File: src/rtl/mdio_pkg.sv
package mdio_pkg;

  localparam int unsigned PHY_W    = 5;
  localparam int unsigned REG_W    = 5;
  localparam int unsigned DATA_W   = 16;
  localparam int unsigned FRAME_W  = 2 + 2 + PHY_W + REG_W + 2 + DATA_W;
  localparam int unsigned IDX_W    = $clog2(FRAME_W);
  // bit index (counting down to 0) of the two turnaround slots
  localparam int unsigned TA_FIRST = DATA_W + 1;
  localparam int unsigned TA_LAST  = DATA_W;

  typedef enum logic [1:0] {
    SEQ_GUARD = 2'd0,
    SEQ_IDLE  = 2'd1,
    SEQ_RUN   = 2'd2
  } seq_state_e;

  // Whole outgoing frame, first bit in the MSB.
  function automatic logic [FRAME_W-1:0] frame_word(
    input logic              is_read,
    input logic [PHY_W-1:0]  phy,
    input logic [REG_W-1:0]  rg,
    input logic [DATA_W-1:0] wd
  );
    logic [1:0]        op;
    logic [1:0]        ta;
    logic [DATA_W-1:0] d;
    op = is_read ? 2'b10 : 2'b01;
    ta = is_read ? 2'b11 : 2'b10;
    d  = is_read ? '0 : wd;
    return {2'b01, op, phy, rg, ta, d};
  endfunction

  // Smallest half period (system clocks) that keeps MDC at or below max_hz.
  function automatic int unsigned min_half(
    input int unsigned clk_hz,
    input int unsigned max_hz
  );
    logic [63:0] den;
    logic [63:0] q;
    den = 64'(max_hz) * 64'd2;
    q   = (64'(clk_hz) + den - 64'd1) / den;
    if (q == 64'd0) q = 64'd1;
    return 32'(q);
  endfunction

endpackage

File: src/rtl/mdio_mdc_gen.sv
module mdio_mdc_gen #(
  parameter int unsigned DIV_W = 8
) (
  input  logic             clk,
  input  logic             rst_n,
  input  logic             run,
  input  logic [DIV_W-1:0] half,
  output logic             mdc,
  output logic             rise_evt,
  output logic             fall_evt
);

  logic [DIV_W-1:0] cnt_q;
  logic             wrap;

  assign wrap     = run && (cnt_q == half - DIV_W'(1));
  assign rise_evt = wrap && !mdc;
  assign fall_evt = wrap && mdc;

  always_ff @(posedge clk or negedge rst_n) begin
    if (!rst_n) begin
      cnt_q <= '0;
      mdc   <= 1'b0;
    end else if (!run) begin
      cnt_q <= '0;
      mdc   <= 1'b0;
    end else if (wrap) begin
      cnt_q <= '0;
      mdc   <= ~mdc;
    end else begin
      cnt_q <= cnt_q + DIV_W'(1);
    end
  end

endmodule

File: src/rtl/mdio_frame_seq.sv
module mdio_frame_seq
  import mdio_pkg::*;
#(
  parameter int unsigned DIV_W = 8
) (
  input  logic              clk,
  input  logic              rst_n,
  input  logic [DIV_W-1:0]  half_req,
  input  logic              cmd_start,
  input  logic              cmd_read,
  input  logic [PHY_W-1:0]  cmd_phy,
  input  logic [REG_W-1:0]  cmd_reg,
  input  logic [DATA_W-1:0] cmd_wdata,
  input  logic              fall_evt,
  output logic              run,
  output logic              busy,
  output logic              accept,
  output logic              done,
  output logic              is_read,
  output logic [IDX_W-1:0]  bit_idx,
  output logic [DIV_W-1:0]  half_q,
  output logic              mdio_o,
  output logic              mdio_oe
);

  seq_state_e         st_q;
  logic [DIV_W:0]     gcnt_q;
  logic [DIV_W:0]     guard_last;
  logic               guard_end;
  logic               last_fall;
  logic               in_release;
  logic [FRAME_W-1:0] sh_q;

  assign guard_last = {half_req, 1'b0} - (DIV_W+1)'(1);
  assign guard_end  = (st_q == SEQ_GUARD) && (gcnt_q == guard_last);
  assign accept     = (st_q == SEQ_IDLE) && cmd_start;
  assign run        = (st_q == SEQ_RUN);
  assign busy       = (st_q != SEQ_IDLE);
  assign last_fall  = run && fall_evt && (bit_idx == '0);
  assign in_release = is_read && (bit_idx <= IDX_W'(TA_FIRST));

  assign mdio_o  = run && sh_q[FRAME_W-1];
  assign mdio_oe = run && !in_release;

  always_ff @(posedge clk or negedge rst_n) begin
    if (!rst_n) begin
      st_q    <= SEQ_GUARD;
      gcnt_q  <= '0;
      sh_q    <= '0;
      bit_idx <= '0;
      is_read <= 1'b0;
      half_q  <= '0;
      done    <= 1'b0;
    end else begin
      done <= last_fall;
      case (st_q)
        SEQ_GUARD: begin
          if (guard_end) st_q <= SEQ_IDLE;
          else           gcnt_q <= gcnt_q + (DIV_W+1)'(1);
        end
        SEQ_IDLE: begin
          if (cmd_start) begin
            st_q    <= SEQ_RUN;
            sh_q    <= frame_word(cmd_read, cmd_phy, cmd_reg, cmd_wdata);
            bit_idx <= IDX_W'(FRAME_W - 1);
            is_read <= cmd_read;
            half_q  <= half_req;
          end
        end
        SEQ_RUN: begin
          if (fall_evt) begin
            if (bit_idx == '0) begin
              st_q <= SEQ_IDLE;
            end else begin
              bit_idx <= bit_idx - IDX_W'(1);
              sh_q    <= {sh_q[FRAME_W-2:0], 1'b0};
            end
          end
        end
        default: st_q <= SEQ_IDLE;
      endcase
    end
  end

endmodule

File: src/rtl/mdio_rx_capture.sv
module mdio_rx_capture
  import mdio_pkg::*;
(
  input  logic              clk,
  input  logic              rst_n,
  input  logic              clear,
  input  logic              rise_evt,
  input  logic              is_read,
  input  logic [IDX_W-1:0]  bit_idx,
  input  logic              mdio_i,
  output logic [DATA_W-1:0] rd_data,
  output logic              no_resp
);

  logic at_ta2;
  logic at_data;

  assign at_ta2  = (bit_idx == IDX_W'(TA_LAST));
  assign at_data = (bit_idx <  IDX_W'(TA_LAST));

  always_ff @(posedge clk or negedge rst_n) begin
    if (!rst_n) begin
      rd_data <= '0;
      no_resp <= 1'b0;
    end else if (clear) begin
      rd_data <= '0;
      no_resp <= 1'b0;
    end else if (rise_evt && is_read) begin
      if (at_ta2)       no_resp <= mdio_i;
      else if (at_data) rd_data <= {rd_data[DATA_W-2:0], mdio_i};
    end
  end

endmodule

File: src/rtl/mdio_master.sv
module mdio_master
  import mdio_pkg::*;
#(
  parameter int unsigned DIV_W      = 8,
  parameter int unsigned CLK_HZ     = 100_000_000,
  parameter int unsigned MDC_MAX_HZ = 25_000_000
) (
  input  logic              clk,
  input  logic              rst_n,
  input  logic [DIV_W-1:0]  div_half,
  input  logic              cmd_start,
  input  logic              cmd_read,
  input  logic [PHY_W-1:0]  cmd_phy,
  input  logic [REG_W-1:0]  cmd_reg,
  input  logic [DATA_W-1:0] cmd_wdata,
  output logic              busy,
  output logic              done,
  output logic [DATA_W-1:0] rd_data,
  output logic              no_resp,
  output logic              mdc,
  output logic              mdio_o,
  output logic              mdio_oe,
  input  logic              mdio_i
);

  localparam int unsigned      MIN_HALF   = min_half(CLK_HZ, MDC_MAX_HZ);
  localparam logic [DIV_W-1:0] MIN_HALF_V = DIV_W'(MIN_HALF);

  logic [DIV_W-1:0] half_eff;
  logic [DIV_W-1:0] half_run;
  logic             seq_run;
  logic             seq_accept;
  logic             seq_is_read;
  logic [IDX_W-1:0] seq_idx;
  logic             mdc_rise;
  logic             mdc_fall;

  assign half_eff = (div_half < MIN_HALF_V) ? MIN_HALF_V : div_half;

  mdio_frame_seq #(.DIV_W(DIV_W)) u_seq (
    .clk       (clk),
    .rst_n     (rst_n),
    .half_req  (half_eff),
    .cmd_start (cmd_start),
    .cmd_read  (cmd_read),
    .cmd_phy   (cmd_phy),
    .cmd_reg   (cmd_reg),
    .cmd_wdata (cmd_wdata),
    .fall_evt  (mdc_fall),
    .run       (seq_run),
    .busy      (busy),
    .accept    (seq_accept),
    .done      (done),
    .is_read   (seq_is_read),
    .bit_idx   (seq_idx),
    .half_q    (half_run),
    .mdio_o    (mdio_o),
    .mdio_oe   (mdio_oe)
  );

  mdio_mdc_gen #(.DIV_W(DIV_W)) u_mdc (
    .clk      (clk),
    .rst_n    (rst_n),
    .run      (seq_run),
    .half     (half_run),
    .mdc      (mdc),
    .rise_evt (mdc_rise),
    .fall_evt (mdc_fall)
  );

  mdio_rx_capture u_rx (
    .clk      (clk),
    .rst_n    (rst_n),
    .clear    (seq_accept),
    .rise_evt (mdc_rise),
    .is_read  (seq_is_read),
    .bit_idx  (seq_idx),
    .mdio_i   (mdio_i),
    .rd_data  (rd_data),
    .no_resp  (no_resp)
  );

endmodule

File: config.mk
export PLATFORM = sky130hd
export DESIGN_NAME = mdio_master
export DESIGN_NICKNAME = d
export VERILOG_FILES = /design/src/rtl/mdio_pkg.sv /design/src/rtl/mdio_mdc_gen.sv /design/src/rtl/mdio_frame_seq.sv /design/src/rtl/mdio_rx_capture.sv /design/src/rtl/mdio_master.sv
export SDC_FILE = /design/constraint.sdc
export NUM_CORES = 1
export LEC_CHECK = 0
export ABC_CLOCK_PERIOD_IN_PS = 4300
export CAP_MARGIN = 0
export CORE_MARGIN = 8
export CORE_UTILIZATION = 50
export CTS_BUF_LIST = sky130_fd_sc_hd__clkbuf_8
export DETAILED_ROUTE_END_ITERATION = 7
export PLACE_DENSITY = 0.77
export SYNTH_ARGS = -nofsm -noshare
export SYNTH_HDL_FRONTEND = slang
export SYNTH_SLANG_ARGS = --single-unit
File: constraint.sdc
create_clock -name clk -period 4.3 [get_ports clk]
set_input_delay 0.43 -clock clk [delete_from_list [all_inputs] [get_ports clk]]
set_output_delay 0.43 -clock clk [all_outputs]
set_load 0.01 [all_outputs]
After elaboration in Yosys (flattened, before gate mapping)
Index checks and enable logic that the tools add are counted.
- input port bits: 39
- output and inout bits: 22
- word-level logic and storage cells: 87
- register bits after elaboration: 84
- $lt $le $gt $ge: 3
- muxes and demuxes: 28
- reduce and logical (&&, ||, !) cells: 25
- $add $sub $neg: 5
- bitwise logic cells: 2
- equal/unequal tests: 13
- operators by type and width (cell ; number):
    $mux W32 ; 3
    $mux W16 ; 5
    $pmux W32 S2 ; 1
    $mux W8 ; 3
    $mux W5 ; 3
    $ne A2 B2 Y1 const B ; 6
    $logic_and A1 B1 Y1 ; 11
    $mux W2 ; 5
    $pmux W5 S2 ; 1
    $add A9 B1 Y9 const B ; 1
    $eq A9 B9 Y1 ; 1
    $sub A9 B1 Y9 const B ; 1
    $add A8 B1 Y8 const B ; 1
    $eq A8 B8 Y1 ; 1
    $lt A8 B2 Y1 const B ; 1
    $reduce_and A4 Y1 ; 2
    $reduce_bool A2 Y1 ; 4
    $sub A8 B1 Y8 const B ; 1
    $mux W1 ; 6
    $pmux W2 S3 ; 1
    $reduce_and A2 Y1 ; 3
    $eq A5 B5 Y1 const B ; 1
    $le A5 B5 Y1 const B ; 1
    $logic_not A5 Y1 ; 1
    9 further kinds ; 12

Depth between registers and ports, before layout
Gate-level depths: netlist of the first run.
- depth in word-level cells: 7
- gate-level depth with buffers: 10
- depth with buffers taken out: 10

Hierarchy
From an unflattened synthesis of the first run, not the netlist that was laid out.
- cells, all modules: 485
- area, all modules: 4440.5 um2
- modules (own cells, without submodules) (module ; times used ; cells an instance ; seq. area each (um2) ; area each (um2)):
    mdio_frame_seq ; 1 ; 321 ; 1451.4 ; 2926.6
    mdio_rx_capture ; 1 ; 77 ; 425.4 ; 779.5
    mdio_mdc_gen ; 1 ; 76 ; 225.2 ; 675.6
    mdio_master ; 1 ; 11 ; 0.0 ; 58.8

Least setup slack after synthesis of the first run
Ideal clock, no wire load.
- path kind: input to register
- from: input port div_half[5]
- to: register u_seq.gcnt_q[1]
- required time: 4172 ps
- slack: 1433 ps
- arrival: 2739 ps
- stages on the path: 10
- library setup time: 128 ps
- buffers on the path: 0
- cell sequence: nor4_2 > nand2_1 > nand2_1 > ha_1 > nor3b_1 > xnor2_1 > o2111ai_1 > a2111oi_4 > or2b_1 > mux2_1
- cells in the longest elaborated chain, start to end: 7
- RTL lines (what ; RTL line ; RTL):
    from (decl) ; mdio_master.sv:10 ; input logic [DIV_W-1:0] div_half,
    $lt A8 B2 Y1 ; mdio_master.sv:38 ; assign half_eff = (div_half < MIN_HALF_V) ? MIN_HALF_V : div_half;
    $mux W8 (*) ; mdio_master.sv:38 ;
    $sub A9 B1 Y9 (*) ; mdio_frame_seq.sv:34 ; assign guard_last = {half_req, 1'b0} - (DIV_W+1)'(1);
    $eq A9 B9 Y1 (*) ; mdio_frame_seq.sv:35 ; assign guard_end = (st_q == SEQ_GUARD) && (gcnt_q == guard_last);
    $logic_and A1 B1 Y1 (*) ; mdio_frame_seq.sv:35 ;
    $not A1 Y1 (no line) (*) ; n/a ;
    $reduce_and A2 Y1 (no line) (*) ; n/a ;
    to (signal assigned) ; mdio_frame_seq.sv:59 ; else gcnt_q <= gcnt_q + (DIV_W+1)'(1);
    to (decl) ; mdio_frame_seq.sv:27 ; logic [DIV_W:0] gcnt_q;
Mark *: on every way between the ends. The rest lies on a longest branch, timed or not.
A chain may end at the register's enable or synchronous reset.

Final worst setup path of the first run
Ends and elaborated chain as after synthesis.

==> qor.csv, run 1 <==
stage;metric;value;unit
status;status;finished clean;
logic_synthesis;syn nets;509;
setup_path;Worst setup SP type;input port;
logic_synthesis;Synth Flop Type;dfrtp_1;
timing;Final Max Slew Viols;0;
placement;port bufs;60;
pwr;switching pwr;0.629;mW
cts;CTS buffer count;9;
drt;Total Routed Length;9.51;mm
logic_synthesis;register area share after synthesis;49.2;%
cts;CTS Root Cell;clkbuf_8;
setup_path;Setup crit end kind;flop;
setup_path;Reg-to-Reg End;u_seq.sh_q[18];
placement;GPL Wtd Cong;0.911;
pwr;Power Total;2.14;mW
pwr;clock power share;28.6;%
grt;initial antenna violation count;0;
timing;normalized max-slew margin;31.3;%
logic_synthesis;Mapped Cells;464;
job;max cap viols;0;
die;Top Ports;61;
grt;first-pass GRT wire length;16.0;mm
logic_synthesis;XOR/XNOR Fraction of Synth Area;7.08;%
min_path;hold crit path type;in -> async;
die;area of the die;11800;um2
setup_path;Worst Path Required;4.52;ns
drt;via/cell ratio;5.51;
logic_synthesis;Post-Synth Adder-Cell Area;1.76;%
placement;pre-CTS setup slack;0.545;ns
cts;CTS tree;yes;
logic_synthesis;asr flop ratio synth;100;%
setup_path;Max FO, Critical Path;8;
timing;Slew @ Worst Pin;1.03;ns
final_layout;Final Util;62.6;%
placement;placed cell count;605;
drt;First-pass DRT Iterations;7;
timing;# setup viols final;0;
timing;setup_tns;0;ns
cts;Post-CTS Resized;0;
setup_path;reg-to-reg slack, setup;1.51;ns
setup_path;Max stage delay on crit path;0.59;ns
drt;final antenna-violating net count;0;
pwr;power share of the sequential group;50.0;%
final_layout;area grow syn2layout;20.9;%
die;die width;108;um
logic_synthesis;Post-synth EDFFs;0;
final_layout;post-route insts no fill;620;
grt;total gr overflow;0;
final_layout;fin area;5170;um2
logic_synthesis;post-synthesis mux area share;3.10;%
final_layout;fin nets;556;
setup_path;Worst R2R Path Depth;8;
pwr;Worst VDD drop;0.244;mV
die;core area;8260;um2
logic_synthesis;mapped cell area;4280;um2
timing;Max Fclk;292;MHz
cts;TritonCTS Sinks;84;
logic_synthesis;post-synth cell types;45;
setup_path;crit path cell chain;clkdlybuf4s50_1, nor4_2, nand2_1, nand2_1, ha_1, nor3b_1, xnor2_1, o2111ai_1, a2111oi_4, or2b_1, mux2_1;
cts;clock transition at the registers of the reported paths;0.09;ns
logic_synthesis;Mean Syn Cell Area;9.21;um2
logic_synthesis;Post-Synth Simple-Gate Area;23.5;%
cts;Hold Buf Count CTS;0;
timing;hold slack;0.261;ns
timing;RSZ-0062 raised after global routing;false;
grt;total track usage;16.7;%
cts;postcts setup bufs;0;
setup_path;Arrival @ worst endpoint;3.65;ns
timing;final hold viol count;0;
logic_synthesis;largest family of logic cells by synthesized area;simple AND/OR/NAND/NOR gates;
timing;min setup slack post-route;0.880;ns
setup_path;crit path kind;in -> reg;
die;Die Ht;108;um
cts;maximum root-to-sink buffer count;2;
grt;vias in the first global route;3338;
die;Std-Cell Rows;33;
timing;period utilisation layout;79.5;%
pwr;Logic pwr share;21.5;%
final_layout;layout cell share with drive strength beyond 1;5.44;%
final_layout;# fillers;666;
timing;Final Skew;0.0124;ns
pwr;Lkg Pwr;2.24;nW
pwr;cell-internal power;1.51;mW
pwr;power per cell area;414;nW/um2
die;Initial Utilization;51.8;%
timing;crit path time final;3.42;ns
pwr;sw frac;29.4;%
logic_synthesis;Ys Warns;0;
placement;Final HPWL DP;6.67;mm
setup_path;most frequent CP cell;nand2_1;
final_layout;antenna diode instance count;0;
drt;WL/cell;15.3;um
setup_path;Slowest cell on crit path;nor4_2;
grt;largest net degree at the start of global routing;85;
cts;# H-tree levels;3;
placement;Post-DP Area;4950;um2
logic_synthesis;post-synthesis sequential element count;84;
drt;DRC viols;0;
cts;Clock Latency Late Sink;0.35;ns
setup_path;reg-to-reg startpoint;u_seq.bit_idx[0];
drt;initial drt markers;208;
drt;vias;3417;
logic_synthesis;post-synthesis compound-gate area fraction;12.3;%
[per-layer routing]
layer  share of wire [%]  global-route usage (%)
met3                 3.3                    2.80
met4                0.85                    4.99
met1                  47                    22.3
met2                  48                    27.2
met5                   0                       0
[logic make-up after synthesis]
family                   after synthesis
AO/OA/AOI/OAI                         93
multiplexers                          13
AND/OR/NAND/NOR                      200
XOR/XNOR                              33
flip-flops                            84
adder cells (fa/ha/maj)                6
buffers and inverters                 35
[critical path, delay by kind of cell]
family	cells	cell delay [ns]
xor gates and xnor gates	1	0.16
and+or+nand+nor	5	1.35
AOI/OAI and AO/OA	2	0.70
buffers and inverters	1	0.48
adders and majority gates	1	0.19
muxes	1	0.33
[power by group through the flow]
stage	clock network [mW]	logic, mW	registers, mW
2_1_floorplan	0	0.329	1.04
3_3_place_gp	0	0.441	1.07
3_5_place_dp	0	0.464	1.08
4_1_cts	0.621	0.463	1.07
5_1_grt	0.656	0.524	1.09
6_report	0.611	0.459	1.07
[sequential cells by signal, summed over array words and instances (netlist names)]
register and cells:
u_seq.bit_idx 5, u_mdc.cnt_q 8, u_seq.gcnt_q 9, u_rx.rd_data 16, u_rx.no_resp 1, u_mdc.mdc 1, u_seq.is_read 1, u_seq.half_q 8
u_seq.sh_q 32, u_seq.done 1, u_seq.st_q 2
[area by class of cell]
class | count | area, um2 | area share (%)
Sequential cell | 84 | 2100 | 40.7
Clock inverter | 5 | 77.6 | 1.50
Tap cell | 105 | 131 | 2.54
Inverter | 7 | 26.3 | 0.508
Multi-Input combinational cell | 345 | 2070 | 40.0
Timing Repair Buffer | 64 | 628 | 12.1
Clock buffer | 10 | 138 | 2.66
[synthesized netlist by cell type, drive strengths merged (2+ instances only)]
library cell	instances	area [um2]
xor2	23	201
nand3	26	130
nor4	4	37.5
nor2	26	97.6
a2bb2oi	2	17.5
xnor2	9	78.8
a21oi	26	130
ha	6	75.1
nand2	78	293
nor3b	20	150
inv	7	26.3
nor3	8	40.0
nor2b	4	25.0
a31oi	4	25.0
o31ai	2	15.0
mux2	2	22.5
dfrtp	84	2100
or2	2	12.5
and2	4	25.0
buf	3	12.5
o21a	2	15.0
or3	3	23.8
o21ai	51	255
clkbuf	25	93.8
and3	8	50.1
nand2b	3	18.8
nand4	8	50.1
mux2i	11	110
[how the worst max path moves through the flow]
stage,slack (ns),endpoint,start,cells past startpoint
2_1_floorplan,1.43,u_seq.gcnt_q[1],div_half[5],10
4_1_cts,0.89,u_seq.gcnt_q[1],div_half[4],11
3_3_place_gp,0.69,u_seq.gcnt_q[1],div_half[3],11
6_report,0.88,u_seq.gcnt_q[1],div_half[5],11
3_5_place_dp,0.55,u_seq.gcnt_q[1],div_half[5],11
5_1_grt,0.63,u_seq.gcnt_q[1],div_half[3],11
[placed cells by master (no fill, tap or decap), types with 9 or more instances in the layout]
master and count:
a21oi_1 26, clkbuf_8 10, clkdlybuf4s50_1 59, dfrtp_1 84, mux2i_1 11, nand2_1 78, nand3_1 26, nor2_1 26
nor3b_1 20, o21ai_0 51, xnor2_1 9, xor2_1 23
(Power assumes the default switching activity.)
==> run 2, diff against run 1 <==
- ABC_CLOCK_PERIOD_IN_PS: 4300 -> 3600
- clock period: 4.3 -> 3.6 ns (I/O delays scaled with it)
==> run 2 against run 1 <==
  * Via count rose by 0.82%
  * Power rose by 15%
  * Worst setup slack got worse by 0.46 ns
  * Core utilization fell by 0.30 points
  * Largest cell class unchanged
  * Critical path type unchanged
  * Largest power group unchanged
  * Cell count rose by 0.16%
==> qor.csv, run 2 (synthesized netlist as in run 1, its figures left out) <==
stage;metric;value;unit
timing;RSZ-0062 raised after global routing;false;
die;Top Ports;61;
cts;CTS tree;yes;
status;status;finished clean;
drt;Total Routed Length;9.40;mm
setup_path;Reg-to-Reg End;u_seq.st_q[0];
pwr;clock power share;25.9;%
grt;largest net degree at the start of global routing;85;
final_layout;Top Registers;u_seq.sh_q: 32 flops, u_rx.rd_data: 16 flops, u_seq.gcnt_q: 9 flops;
grt;total track usage;16.6;%
cts;# H-tree levels;3;
cts;Clock Latency Late Sink;0.35;ns
setup_path;most frequent CP cell;nand2_1;
setup_path;reg-to-reg slack, setup;0.88;ns
placement;Final HPWL DP;6.59;mm
setup_path;Slowest cell on crit path;nor4_2;
setup_path;delay-heaviest family, CP;simple AND/OR/NAND/NOR gates;
grt;vias in the first global route;3403;
setup_path;Max stage delay on crit path;0.56;ns
timing;setup_tns;0;ns
drt;First-pass DRT Iterations;4;
pwr;power per cell area;478;nW/um2
timing;Slew @ Worst Pin;1.03;ns
die;area of the die;11800;um2
pwr;sw frac;30.3;%
timing;crit path time final;3.18;ns
die;Initial Utilization;51.8;%
pwr;Logic pwr share;22.3;%
setup_path;crit path cell chain;clkdlybuf4s50_1, nor4_2, nand2_1, nand2_1, ha_1, nor3b_1, xnor2_1, o2111ai_1, a2111oi_4, or2b_1, mux2_1;
setup_path;CP bufs+invs;1;
final_layout;commonest non-fill, non-tap cell in the layout;dfrtp_1;
timing;period utilisation layout;88.2;%
placement;port bufs;60;
cts;postcts setup bufs;0;
setup_path;crit path kind;in -> reg;
pwr;power share of the sequential group;51.8;%
cts;Hold Buf Count CTS;0;
drt;WL/cell;15.1;um
timing;final hold viol count;0;
final_layout;area grow syn2layout;20.3;%
grt;initial antenna violation count;0;
cts;CTS buffer count;9;
setup_path;Worst Path Required;3.84;ns
die;core area;8260;um2
setup_path;Worst R2R Path Depth;8;
final_layout;post-route insts no fill;621;
die;Die Ht;108;um
die;die width;108;um
drt;vias;3445;
setup_path;Max FO, Critical Path;6;
job;max cap viols;0;
cts;TritonCTS Sinks;84;
cts;clock transition at the registers of the reported paths;0.08;ns
timing;# setup viols final;0;
final_layout;layout cell share with drive strength beyond 1;5.43;%
drt;initial drt markers;235;
final_layout;largest reg by FF count;u_seq.sh_q;
setup_path;Arrival @ worst endpoint;3.41;ns
timing;Final Max Slew Viols;0;
final_layout;most frequent cells in the layout;dfrtp_1 (84), nand2_1 (78), clkdlybuf4s50_1 (59);
timing;Max Fclk;315;MHz
setup_path;Worst setup SP type;input port;
timing;normalized max-slew margin;31.6;%
drt;final antenna-violating net count;0;
pwr;Worst VDD drop;0.262;mV
cts;maximum root-to-sink buffer count;2;
die;Std-Cell Rows;33;
pwr;cell-internal power;1.71;mW
pwr;Power Total;2.46;mW
timing;Final Skew;0.0107;ns
final_layout;fin nets;557;
final_layout;max FFs per register;32;
cts;Post-CTS Resized;0;
pwr;switching pwr;0.746;mW
grt;total gr overflow;0;
setup_path;reg-to-reg startpoint;u_seq.half_q[0];
setup_path;Setup crit end kind;flop;
placement;placed cell count;606;
grt;first-pass GRT wire length;15.9;mm
pwr;Lkg Pwr;2.23;nW
min_path;hold crit path type;in -> async;
placement;GPL Wtd Cong;0.894;
drt;via/cell ratio;5.55;
drt;DRC viols;0;
cts;CTS Root Cell;clkbuf_8;
final_layout;antenna diode instance count;0;
final_layout;# fillers;704;
-- run 2: changes by cell type in the layout (fill, tap and decap cells not counted) --
cell	delta
buf_4	+1
clkinvlp_4	+1
bufinv_16	-1
inv_1	+1
clkbuf_8	-1
-- run 2: power by group through the flow --
stage	clock, mW	combinational (mW)	sequential [mW]
4_1_cts	0.651	0.554	1.27
5_1_grt	0.692	0.630	1.30
3_5_place_dp	0	0.553	1.29
6_report	0.637	0.547	1.27
2_1_floorplan	0	0.393	1.24
3_3_place_gp	0	0.528	1.28
-- run 2: layout make-up --
cell class	count	area, um2	share of cell area (%)
well taps	105	131	2.55
repair buffers	65	636	12.4
inverters	7	26.3	0.511
flip-flops and latches	84	2100	40.9
clock inverters	6	58.8	1.14
clock buffers	9	124	2.41
multi-input cells	345	2070	40.2
-- run 2: worst reg2reg max path: stages, from the launching register on --
cell and delay, ns:
dfrtp_1 0.42, inv_1 0.07, ha_1 0.19, nor3b_1 0.26, xnor2_1 0.12, nor4_2 0.56
nand3_1 0.37, o21ai_0 0.45, and3_1 0.21
-- run 2: metal layers --
layer | vias up | global-route usage, % | share of wire (%)
li1 | 1699 | - | -
met1 | 1668 | 20.6 | 45
met2 | 65 | 27.7 | 49
met3 | 13 | 4.52 | 4.3
met4 | 0 | 4.99 | 1.3
met5 | - | 0 | 0
-- run 2: worst max-delay path by stage --
stage                     slack, ns              end         from  cells after the start
after global placement         0.30  u_seq.gcnt_q[1]  div_half[3]                     11
after CTS                      0.47  u_seq.gcnt_q[1]  div_half[3]                     11
final                          0.42  u_seq.gcnt_q[1]  div_half[3]                     11
after floorplan                0.80  u_seq.gcnt_q[1]  div_half[5]                     10
after global routing           0.21  u_seq.gcnt_q[1]  div_half[3]                     11
after detailed placement        0.1  u_seq.gcnt_q[1]  div_half[3]                     11
-- run 2: stage by stage --
step                      instance area [um2]  setup slack, ns  utilization [%]  hold WS [ns]
final                                    5140            0.424             62.3         0.191
after global routing                     5140            0.214             62.3         0.280
after CTS                                5140            0.467             62.3         0.234
after floorplan                          4280            0.803                -        0.0644
after global placement                   4960            0.304             60.1         0.463
after detailed placement                 4960           0.0986             60.1         0.470
